$ cat config.mk
export PLATFORM = sky130hd
export DESIGN_NAME = vec_prio_ctrl
export DESIGN_NICKNAME = d
export VERILOG_FILES = /design/src/rtl/vpc_pkg.sv /design/src/rtl/vpc_msb_find.sv /design/src/rtl/vpc_prio_calc.sv /design/src/rtl/vpc_vec_bank.sv /design/src/rtl/vec_prio_ctrl.sv
export SDC_FILE = /design/constraint.sdc
export NUM_CORES = 2
export LEC_CHECK = 0
export BUFFER_PORTS_ARGS = -buffer_cell sky130_fd_sc_hd__buf_2
export CAP_MARGIN = 25
export CORE_ASPECT_RATIO = 1.75
export CORE_UTILIZATION = 65
export CTS_CLUSTER_SIZE = 20
export DETAILED_ROUTE_END_ITERATION = 12
export PLACE_DENSITY = 0.82
export SKIP_CTS_REPAIR_TIMING = 1
export SYNTH_ARGS = -nofsm -noshare
export SYNTH_HDL_FRONTEND = slang
export SYNTH_HIERARCHICAL = 1
export SYNTH_SLANG_ARGS = --single-unit
export TNS_END_PERCENT = 50
$ cat constraint.sdc
create_clock -name clk -period 15.7 [get_ports clk]
set_clock_uncertainty 0.1 [all_clocks]
set_input_delay 4.71 -clock clk [delete_from_list [all_inputs] [get_ports clk]]
set_output_delay 4.71 -clock clk [all_outputs]
set_load 0.05 [all_outputs]
$ cat src/rtl/vpc_pkg.sv
// Package: shared defaults and the trigger-kind encoding for the vector controller.
// Assumes: vectors are numbered 0..2**VEC_W-1 and are held in 32-bit words.
package vpc_pkg;
    localparam int VEC_W      = 8;
    localparam int WORD_W     = 32;
    localparam int CLASS_W    = 4;
    localparam int RSVD_LIMIT = 16;
    localparam int CFG_W      = 10;
    localparam int SW_EN_BIT  = 8;

    typedef enum logic {
        TRIG_EDGE  = 1'b0,
        TRIG_LEVEL = 1'b1
    } trig_e;
endpackage

$ cat src/rtl/vpc_msb_find.sv
// Module: finds the highest set bit in a vector bitmap.
// The bitmap is treated as words of WORD_W bits. Each word reports whether it is
// non-empty and its top bit position; the highest non-empty word then wins.
// Assumes: 2**VEC_W is a multiple of WORD_W and WORD_W is a power of two.
module vpc_msb_find #(
    parameter int VEC_W  = vpc_pkg::VEC_W,
    parameter int WORD_W = vpc_pkg::WORD_W
) (
    input  logic [(1<<VEC_W)-1:0] bits,
    output logic                  hit,
    output logic [VEC_W-1:0]      idx
);
    localparam int NUM_BITS   = 1 << VEC_W;
    localparam int NUM_WORDS  = NUM_BITS / WORD_W;
    localparam int BIT_IDX_W  = $clog2(WORD_W);
    localparam int WORD_IDX_W = VEC_W - BIT_IDX_W;

    logic [NUM_WORDS-1:0]           word_any;
    logic [NUM_WORDS*BIT_IDX_W-1:0] word_msb;

    for (genvar w = 0; w < NUM_WORDS; w++) begin : g_word
        logic [BIT_IDX_W-1:0] msb_w;

        // Purpose: flag a non-empty word.
        assign word_any[w] = |bits[w*WORD_W +: WORD_W];

        // Purpose: position of the top set bit inside this word (later bits win).
        always_comb begin
            msb_w = '0;
            for (int b = 0; b < WORD_W; b++) begin
                if (bits[w*WORD_W + b]) msb_w = BIT_IDX_W'(b);
            end
        end

        assign word_msb[w*BIT_IDX_W +: BIT_IDX_W] = msb_w;
    end

    // Purpose: choose the highest non-empty word and join word and bit indices.
    always_comb begin
        hit = 1'b0;
        idx = '0;
        for (int w = 0; w < NUM_WORDS; w++) begin
            if (word_any[w]) begin
                hit = 1'b1;
                idx = {WORD_IDX_W'(w), word_msb[w*BIT_IDX_W +: BIT_IDX_W]};
            end
        end
    end
endmodule

$ cat src/rtl/vpc_prio_calc.sv
// Module: processor priority and deliverability decision.
// The priority takes the task priority unless the top in-service class is higher,
// in which case it becomes that class with a zero low part. A pending vector is
// deliverable when its class, zero-extended, is strictly above the priority.
// Assumes: top in-service and top pending indices are meaningful only with their hit flags.
module vpc_prio_calc #(
    parameter int VEC_W   = vpc_pkg::VEC_W,
    parameter int CLASS_W = vpc_pkg::CLASS_W
) (
    input  logic [VEC_W-1:0] task_prio,
    input  logic             isr_hit,
    input  logic [VEC_W-1:0] isr_top,
    input  logic             irr_hit,
    input  logic [VEC_W-1:0] irr_top,
    output logic [VEC_W-1:0] proc_prio,
    output logic             deliver
);
    localparam int SUB_W = VEC_W - CLASS_W;

    logic [CLASS_W-1:0] task_cls;
    logic [CLASS_W-1:0] isr_cls;
    logic [VEC_W-1:0]   pend_cls;

    // Purpose: pick out the priority classes.
    assign task_cls = task_prio[VEC_W-1:SUB_W];
    assign isr_cls  = isr_hit ? isr_top[VEC_W-1:SUB_W] : '0;
    assign pend_cls = {irr_top[VEC_W-1:SUB_W], {SUB_W{1'b0}}};

    // Purpose: processor priority from task priority and in-service class.
    always_comb begin
        if (task_cls >= isr_cls) proc_prio = task_prio;
        else                     proc_prio = {isr_cls, {SUB_W{1'b0}}};
    end

    // Purpose: the highest pending vector may go only above the current priority.
    assign deliver = irr_hit && (pend_cls > proc_prio);
endmodule

$ cat src/rtl/vpc_vec_bank.sv
// Module: storage for the pending, in-service and trigger bit sets.
// Applies injection, then acknowledge, then end-of-interrupt, each on the result
// of the previous step, and registers the outcome.
// Assumes: the caller has already gated each request (enable, reserved range,
// presence of a vector); this module performs the bit updates only.
module vpc_vec_bank #(
    parameter int VEC_W = vpc_pkg::VEC_W
) (
    input  logic                  clk,
    input  logic                  rst_n,
    input  logic                  inj_do,
    input  logic [VEC_W-1:0]      inj_vec,
    input  logic                  inj_level,
    input  logic                  ack_do,
    input  logic [VEC_W-1:0]      ack_vec,
    input  logic                  eoi_do,
    input  logic [VEC_W-1:0]      eoi_vec,
    output logic [(1<<VEC_W)-1:0] irr,
    output logic [(1<<VEC_W)-1:0] isr,
    output logic                  inj_was_set,
    output logic                  eoi_trig
);
    localparam int NUM_BITS = 1 << VEC_W;

    logic [NUM_BITS-1:0] tmr;
    logic [NUM_BITS-1:0] irr_a, tmr_a;
    logic [NUM_BITS-1:0] irr_b, isr_b;
    logic [NUM_BITS-1:0] isr_c, tmr_c;

    // Purpose: earlier state of the pending bit named by the injection.
    assign inj_was_set = irr[inj_vec];

    // Purpose: step 1, injection.
    always_comb begin
        irr_a = irr;
        tmr_a = tmr;
        if (inj_do) begin
            if (!(irr[inj_vec] && inj_level)) tmr_a[inj_vec] = inj_level;
            irr_a[inj_vec] = 1'b1;
        end
    end

    // Purpose: step 2, acknowledge moves the vector from pending to in-service.
    always_comb begin
        irr_b = irr_a;
        isr_b = isr;
        if (ack_do) begin
            irr_b[ack_vec] = 1'b0;
            isr_b[ack_vec] = 1'b1;
        end
    end

    // Purpose: trigger kind of the retired vector as seen after injection.
    assign eoi_trig = tmr_a[eoi_vec];

    // Purpose: step 3, end-of-interrupt retires the vector and its trigger bit.
    always_comb begin
        isr_c = isr_b;
        tmr_c = tmr_a;
        if (eoi_do) begin
            isr_c[eoi_vec] = 1'b0;
            tmr_c[eoi_vec] = 1'b0;
        end
    end

    // Purpose: register the three bit sets.
    always_ff @(posedge clk) begin
        if (!rst_n) begin
            irr <= '0;
            isr <= '0;
            tmr <= '0;
        end else begin
            irr <= irr_b;
            isr <= isr_c;
            tmr <= tmr_c;
        end
    end
endmodule

$ cat src/rtl/vec_prio_ctrl.sv
// Module: prioritized interrupt vector controller (top).
// Holds the enables and task priority, finds the top pending and top in-service
// vectors, derives the processor priority, offers the deliverable vector, and
// handles injection, acknowledge and end-of-interrupt.
// Assumes: single clock domain; ack is honoured only while irq_valid is high.
module vec_prio_ctrl #(
    parameter int VEC_W      = vpc_pkg::VEC_W,
    parameter int WORD_W     = vpc_pkg::WORD_W,
    parameter int CLASS_W    = vpc_pkg::CLASS_W,
    parameter int RSVD_LIMIT = vpc_pkg::RSVD_LIMIT,
    parameter int CFG_W      = vpc_pkg::CFG_W,
    parameter int SW_EN_BIT  = vpc_pkg::SW_EN_BIT
) (
    input  logic             clk,
    input  logic             rst_n,
    input  logic             hw_en,
    input  logic             cfg_we,
    input  logic [CFG_W-1:0] cfg_wdata,
    input  logic             tpr_we,
    input  logic [VEC_W-1:0] tpr_wdata,
    input  logic             inj_valid,
    input  logic [VEC_W-1:0] inj_vec,
    input  logic             inj_level,
    output logic             inj_ok,
    output logic             inj_err,
    output logic             irq_valid,
    output logic [VEC_W-1:0] irq_vec,
    output logic [VEC_W-1:0] proc_prio,
    input  logic             ack,
    input  logic             eoi,
    output logic             eoi_valid,
    output logic [VEC_W-1:0] eoi_vec,
    output logic             eoi_level
);
    localparam int NUM_BITS = 1 << VEC_W;

    logic                sw_en_q;
    logic [VEC_W-1:0]    task_q;
    logic                enabled;
    logic                inj_rsvd;
    logic                inj_do;
    logic                inj_was_set;
    logic                ack_do;
    logic                eoi_do;
    logic                eoi_trig;
    logic                deliver;
    logic [NUM_BITS-1:0] irr;
    logic [NUM_BITS-1:0] isr;
    logic                irr_hit, isr_hit;
    logic [VEC_W-1:0]    irr_top, isr_top;
    vpc_pkg::trig_e      eoi_kind;

    // Purpose: software enable bit and task priority registers.
    always_ff @(posedge clk) begin
        if (!rst_n) begin
            sw_en_q <= 1'b0;
            task_q  <= '0;
        end else begin
            if (cfg_we) sw_en_q <= cfg_wdata[SW_EN_BIT];
            if (tpr_we) task_q  <= tpr_wdata;
        end
    end

    // Purpose: overall enable and the injection gate.
    assign enabled  = hw_en && sw_en_q;
    assign inj_rsvd = inj_vec < VEC_W'(RSVD_LIMIT);
    assign inj_do   = inj_valid && enabled && !inj_rsvd;
    assign inj_ok   = inj_do && !inj_was_set;
    assign inj_err  = inj_valid && inj_rsvd;

    // Purpose: highest pending vector.
    vpc_msb_find #(.VEC_W(VEC_W), .WORD_W(WORD_W)) u_find_irr (
        .bits (irr),
        .hit  (irr_hit),
        .idx  (irr_top)
    );

    // Purpose: highest in-service vector.
    vpc_msb_find #(.VEC_W(VEC_W), .WORD_W(WORD_W)) u_find_isr (
        .bits (isr),
        .hit  (isr_hit),
        .idx  (isr_top)
    );

    // Purpose: processor priority and delivery decision.
    vpc_prio_calc #(.VEC_W(VEC_W), .CLASS_W(CLASS_W)) u_prio (
        .task_prio (task_q),
        .isr_hit   (isr_hit),
        .isr_top   (isr_top),
        .irr_hit   (irr_hit),
        .irr_top   (irr_top),
        .proc_prio (proc_prio),
        .deliver   (deliver)
    );

    // Purpose: offer, acknowledge and end-of-interrupt control.
    assign irq_valid = enabled && deliver;
    assign irq_vec   = irr_top;
    assign ack_do    = ack && irq_valid;
    assign eoi_do    = eoi && (ack_do || isr_hit);
    assign eoi_vec   = ack_do ? irr_top : isr_top;
    assign eoi_valid = eoi_do;
    assign eoi_kind  = vpc_pkg::trig_e'(eoi_trig);
    assign eoi_level = eoi_do && (eoi_kind == vpc_pkg::TRIG_LEVEL);

    // Purpose: bit set storage with ordered updates.
    vpc_vec_bank #(.VEC_W(VEC_W)) u_bank (
        .clk         (clk),
        .rst_n       (rst_n),
        .inj_do      (inj_do),
        .inj_vec     (inj_vec),
        .inj_level   (inj_level),
        .ack_do      (ack_do),
        .ack_vec     (irr_top),
        .eoi_do      (eoi_do),
        .eoi_vec     (eoi_vec),
        .irr         (irr),
        .isr         (isr),
        .inj_was_set (inj_was_set),
        .eoi_trig    (eoi_trig)
    );
endmodule

==> impl_metrics.env, run 1 <==
export IMPL_outcome="did not finish"
export IMPL_haltStage="5_1_grt"
export IMPL_error="[ERROR GRT-0116] Global routing finished with congestion. Check the congestion regions in the DRC Viewer."
export IMPL_synth_seq_cells=777
export IMPL_clock_sinks=777
export IMPL_synthesis_nets=5526
export IMPL_avgSynthCellArea_um2=7.68
export IMPL_clockBufferDepth=3
export IMPL_yosys_top_cells_area="dfxtp_1 (37%), nor2_1 (9.6%), a21oi_1 (6.8%)"
export IMPL_grt_max_degree=116
export IMPL_io_pins=64
export IMPL_synthCells=5483
export IMPL_grt_use_total_pct=78.2
export IMPL_initial_core_util_pct=65.6
export IMPL_yosysTopAreaCellShare_pct=37.0
export IMPL_globalplace_congestion=1.27
export IMPL_post_dp_hpwl_um=165000
export IMPL_placementRows=123
export IMPL_synth_cell_types=106
export IMPL_synth_top_area_cell="dfxtp_1"
export IMPL_synth_edf_count=0
export IMPL_die_x_um=194
export IMPL_seq_area_frac_synth_pct=37.0
export IMPL_synthArstFlopShare_pct=0
export IMPL_grt_pass1_wl_um=374000
export IMPL_yosysWarnings=6
export IMPL_htreeDepth=3
export IMPL_syn_area_mm2=0.0421
export IMPL_fp_dieH_um=339
export IMPL_dominantRegCellSynth="dfxtp_1"
export IMPL_cts_made_buffers=71
export IMPL_yosysMostFrequentCell="nor2_1"
export IMPL_netlist_top_cells_count="nor2_1 (1,081), dfxtp_1 (777), a21oi_1 (570)"
export IMPL_cts_root_buf="clkbuf_16"
export IMPL_overflow=129
export IMPL_portBuffers=54
export IMPL_grt_pass1_vias=50800
==> stage by stage <==
step / instances / area (µm²) / utilization (%) / setup slack, ns / hold WS, ns
floorplan: 5483 / 42100 / - / 2.45 / 0.331
global placement: 6212 / 44100 / 68.7 / 0.973 / 0.349
detailed placement: 6225 / 44200 / 68.9 / 0.761 / 0.355
CTS: 6348 / 46700 / 72.7 / 0.0595 / 0.373
==> layer usage <==
| metal | GRT usage [%] | overflow |
|---|---|---|
| met1 | 79.5 | 2 |
| met2 | 94.2 | 72 |
| met3 | 60.3 | 1 |
| met4 | 79.6 | 54 |
| met5 | 30.3 | 0 |
==> kinds of logic after synthesis <==
| logic type | after synthesis | share of synthesized area (%) |
|---|---|---|
| mux | 130 | 3.96 |
| fa+ha+maj | 8 | 0.238 |
| xor+xnor | 2 | 0.0416 |
| flops | 777 | 37.0 |
| simple gates | 2352 | 28.0 |
| compound gates | 1702 | 25.8 |
| buf+inv | 512 | 5.02 |
==> run 2, diff against run 1 <==
CORE_ASPECT_RATIO = not set   (was 1.75)
CORE_UTILIZATION = 40   (was 65)
CTS_CLUSTER_SIZE = not set   (was 20)
PLACE_DENSITY = not set   (was 0.82)
PLACE_DENSITY_LB_ADDON = 0.15   (was not set)
==> run 2 against run 1 <==
The run now ends clean. Synthesized cell count is the same. Area after synthesis unchanged.
==> impl_metrics.env, run 2 <==
export IMPL_cap_violations=0
export IMPL_cp_arrival_ns=10.74
export IMPL_die_x_um=326
export IMPL_critPathTopFamily="simple AND/OR/NAND/NOR gates"
export IMPL_synth_cell_types=106
export IMPL_seq_area_frac_synth_pct=37.0
export IMPL_power_density_mw_per_mm2=93.2
export IMPL_max_freq_mhz=64.3
export IMPL_overflow=0
export IMPL_most_common_layout_cells="nor2_1 (1,079), dfxtp_1 (777), a21oi_1 (570), o21ai_0 (353), buf_4 (334)"
export IMPL_path_max_fanout=17
export IMPL_vias_per_cell=6.96
export IMPL_clock_sinks=777
export IMPL_grt_pass1_vias=43900
export IMPL_yosys_area_share_xor_xnor_pct=0.0416
export IMPL_critPathKind="reg2out"
export IMPL_report_final_hold_viol_count=0
export IMPL_critical_path_slowest_cell="or4_1"
export IMPL_peakVddDrop_mv=0.0743
export IMPL_portBuffers=54
export IMPL_synth_simple_area_share_pct=28.0
export IMPL_layout_commonest_cell="nor2_1"
export IMPL_leakage_nw=17.0
export IMPL_start_kind="flop"
export IMPL_vias=49000
export IMPL_critPathMaxStageDelay_ns=0.63
export IMPL_grt_use_total_pct=47.7
export IMPL_dominantRegCellSynth="dfxtp_1"
export IMPL_synth_top_family_by_area="simple AND/OR/NAND/NOR gates"
export IMPL_setup_viol=0
export IMPL_synth_compound_area_share_pct=25.8
export IMPL_worst_slew_pin_slew_ns=1.33
export IMPL_nets=5613
export IMPL_drive_above_1_share_pct=13.5
export IMPL_firstDrtPassIters=6
export IMPL_fin_crit_sh_pct=99.1
export IMPL_synth_edf_count=0
export IMPL_hp_class="reg2reg"
export IMPL_maxSlewViolCount=0
export IMPL_synthesis_nets=5526
export IMPL_final_min_clock_period_ns=15.55
export IMPL_globalplace_congestion=1.11
export IMPL_routed_wl_um=264000
export IMPL_cts_tree="yes"
export IMPL_drcViolationCount=0
export IMPL_nFillCells=10600
export IMPL_synthAdderAreaFrac_pct=0.238
export IMPL_cts_made_buffers=90
export IMPL_syn_area_mm2=0.0421
export IMPL_worst_path_buf_inv=5
export IMPL_clockBufferDepth=3
export IMPL_antenna_found_initial=34
export IMPL_outcome="completed"
export IMPL_reg_largest_list="u_bank/irr x256, u_bank/isr x256, u_bank/tmr x256"
export IMPL_synth_seq_cells=777
export IMPL_ff_latch_area_mm2=0.0156
export IMPL_worstSkewPairLatency_ns=0.70
export IMPL_placementRows=118
export IMPL_cpMostUsedCell="a21oi_1"
export IMPL_maxSlewHeadroom_pct=9.86
export IMPL_routedWlPerCell_um=37.5
export IMPL_final_antenna_net_count=0
export IMPL_io_pins=64
export IMPL_clk_pin_slew_worst_paths_ns=0.06
export IMPL_synth_top_area_cell="dfxtp_1"
export IMPL_initial_core_util_pct=40.5
export IMPL_htreeDepth=3
export IMPL_die_area_mm2=0.107
export IMPL_required_ns=10.89
export IMPL_grt_pass1_wl_um=356000
export IMPL_yosysMostFrequentCell="nor2_1"
export IMPL_drt_first_iter_violations=7815
export IMPL_grt_max_degree=181
export IMPL_yosys_top_cells_area="dfxtp_1 (37%), nor2_1 (9.6%), a21oi_1 (6.8%)"
export IMPL_fp_dieH_um=326
export IMPL_tns_ns=0
export IMPL_yosysWarnings=6
export IMPL_area_growth_syn_to_layout_pct=15.7
export IMPL_cts_root_buf="clkbuf_16"
export IMPL_netlist_top_cells_count="nor2_1 (1,081), dfxtp_1 (777), a21oi_1 (570)"
export IMPL_multi_input_area_mm2=0.0247
export IMPL_final_core_util_pct=46.8
export IMPL_synthMuxAreaShare_pct=3.96
export IMPL_avgSynthCellArea_um2=7.68
export IMPL_yosysTopAreaCellShare_pct=37.0
export IMPL_core_area_mm2=0.104
export IMPL_synthCells=5483
export IMPL_synthArstFlopShare_pct=0
export IMPL_post_dp_hpwl_um=187000
export IMPL_worstSetupEndpointType="output port"
-- run 2: cell counts after synthesis --
No cell type changed its count.
-- run 2: logic make-up after synthesis --
| family | after synthesis |
|---|---|
| multiplexers | 130 |
| flip-flops | 777 |
| buffers and inverters | 512 |
| adder cells (fa/ha/maj) | 8 |
| AND/OR/NAND/NOR | 2352 |
| AO/OA/AOI/OAI | 1702 |
| XOR/XNOR | 2 |
-- run 2: area by class of cell --
class / instances / share of cell area (%)
inverters: 101 / 0.779
diodes: 23 / 0.118
multi-input cells: 4194 / 50.8
repair buffers: 406 / 6.38
flip-flops and latches: 777 / 32.0
clock buffers: 124 / 5.35
well taps: 1380 / 3.55
clock inverters: 39 / 1.03
-- run 2: per-stage QoR --
| stage | setup WS, ns | hold WS [ns] | area, µm² | total power (W) | std cells |
|---|---|---|---|---|---|
| after global placement | 0.728 | 0.350 | 45300 | 0.00230 | 6844 |
| final | 0.146 | 0.374 | 48700 | 0.00453 | 7044 |
| after floorplan | 2.45 | 0.331 | 42100 | 0.00216 | 5483 |
| after CTS | 0.218 | 0.371 | 48600 | 0.00452 | 7017 |
| after detailed placement | 0.753 | 0.357 | 45400 | 0.00230 | 6854 |
| after global routing | -0.0131 | 0.390 | 48600 | 0.00461 | 7025 |
-- run 2: report_power, final --
group | internal (W) | leakage, nW | switching, W
combinational | 0.0000680 | 9.17 | 0.000231
sequential | 0.00197 | 6.26 | 0.00000162
clock | 0.00134 | 1.55 | 0.000923
-- run 2: worst paths after layout --
path,cells after the start,start,end,slack [ns]
worst max register to register,25,u_bank/isr[242],u_bank/tmr[140],6.08
worst min register to register,1,u_bank/tmr[53],u_bank/tmr[53],0.37
worst min-delay path,1,u_bank/tmr[53],u_bank/tmr[53],0.37
worst max-delay path,33,u_bank/isr[242],eoi_level,0.15
-- run 2: metal layers --
layer / wire [µm] / up-vias / part of all wire, % / GRT usage (%)
li1: - / 20600 / - / -
met5: 171 / - / 0.065 / 0
met1: 100000 / 23700 / 38 / 60.7
met2: 104000 / 3777 / 39 / 66.3
met4: 21300 / 26 / 8.1 / 32.8
met3: 38100 / 968 / 14 / 17.9
Note: power is estimated with default switching activity, not from simulation.
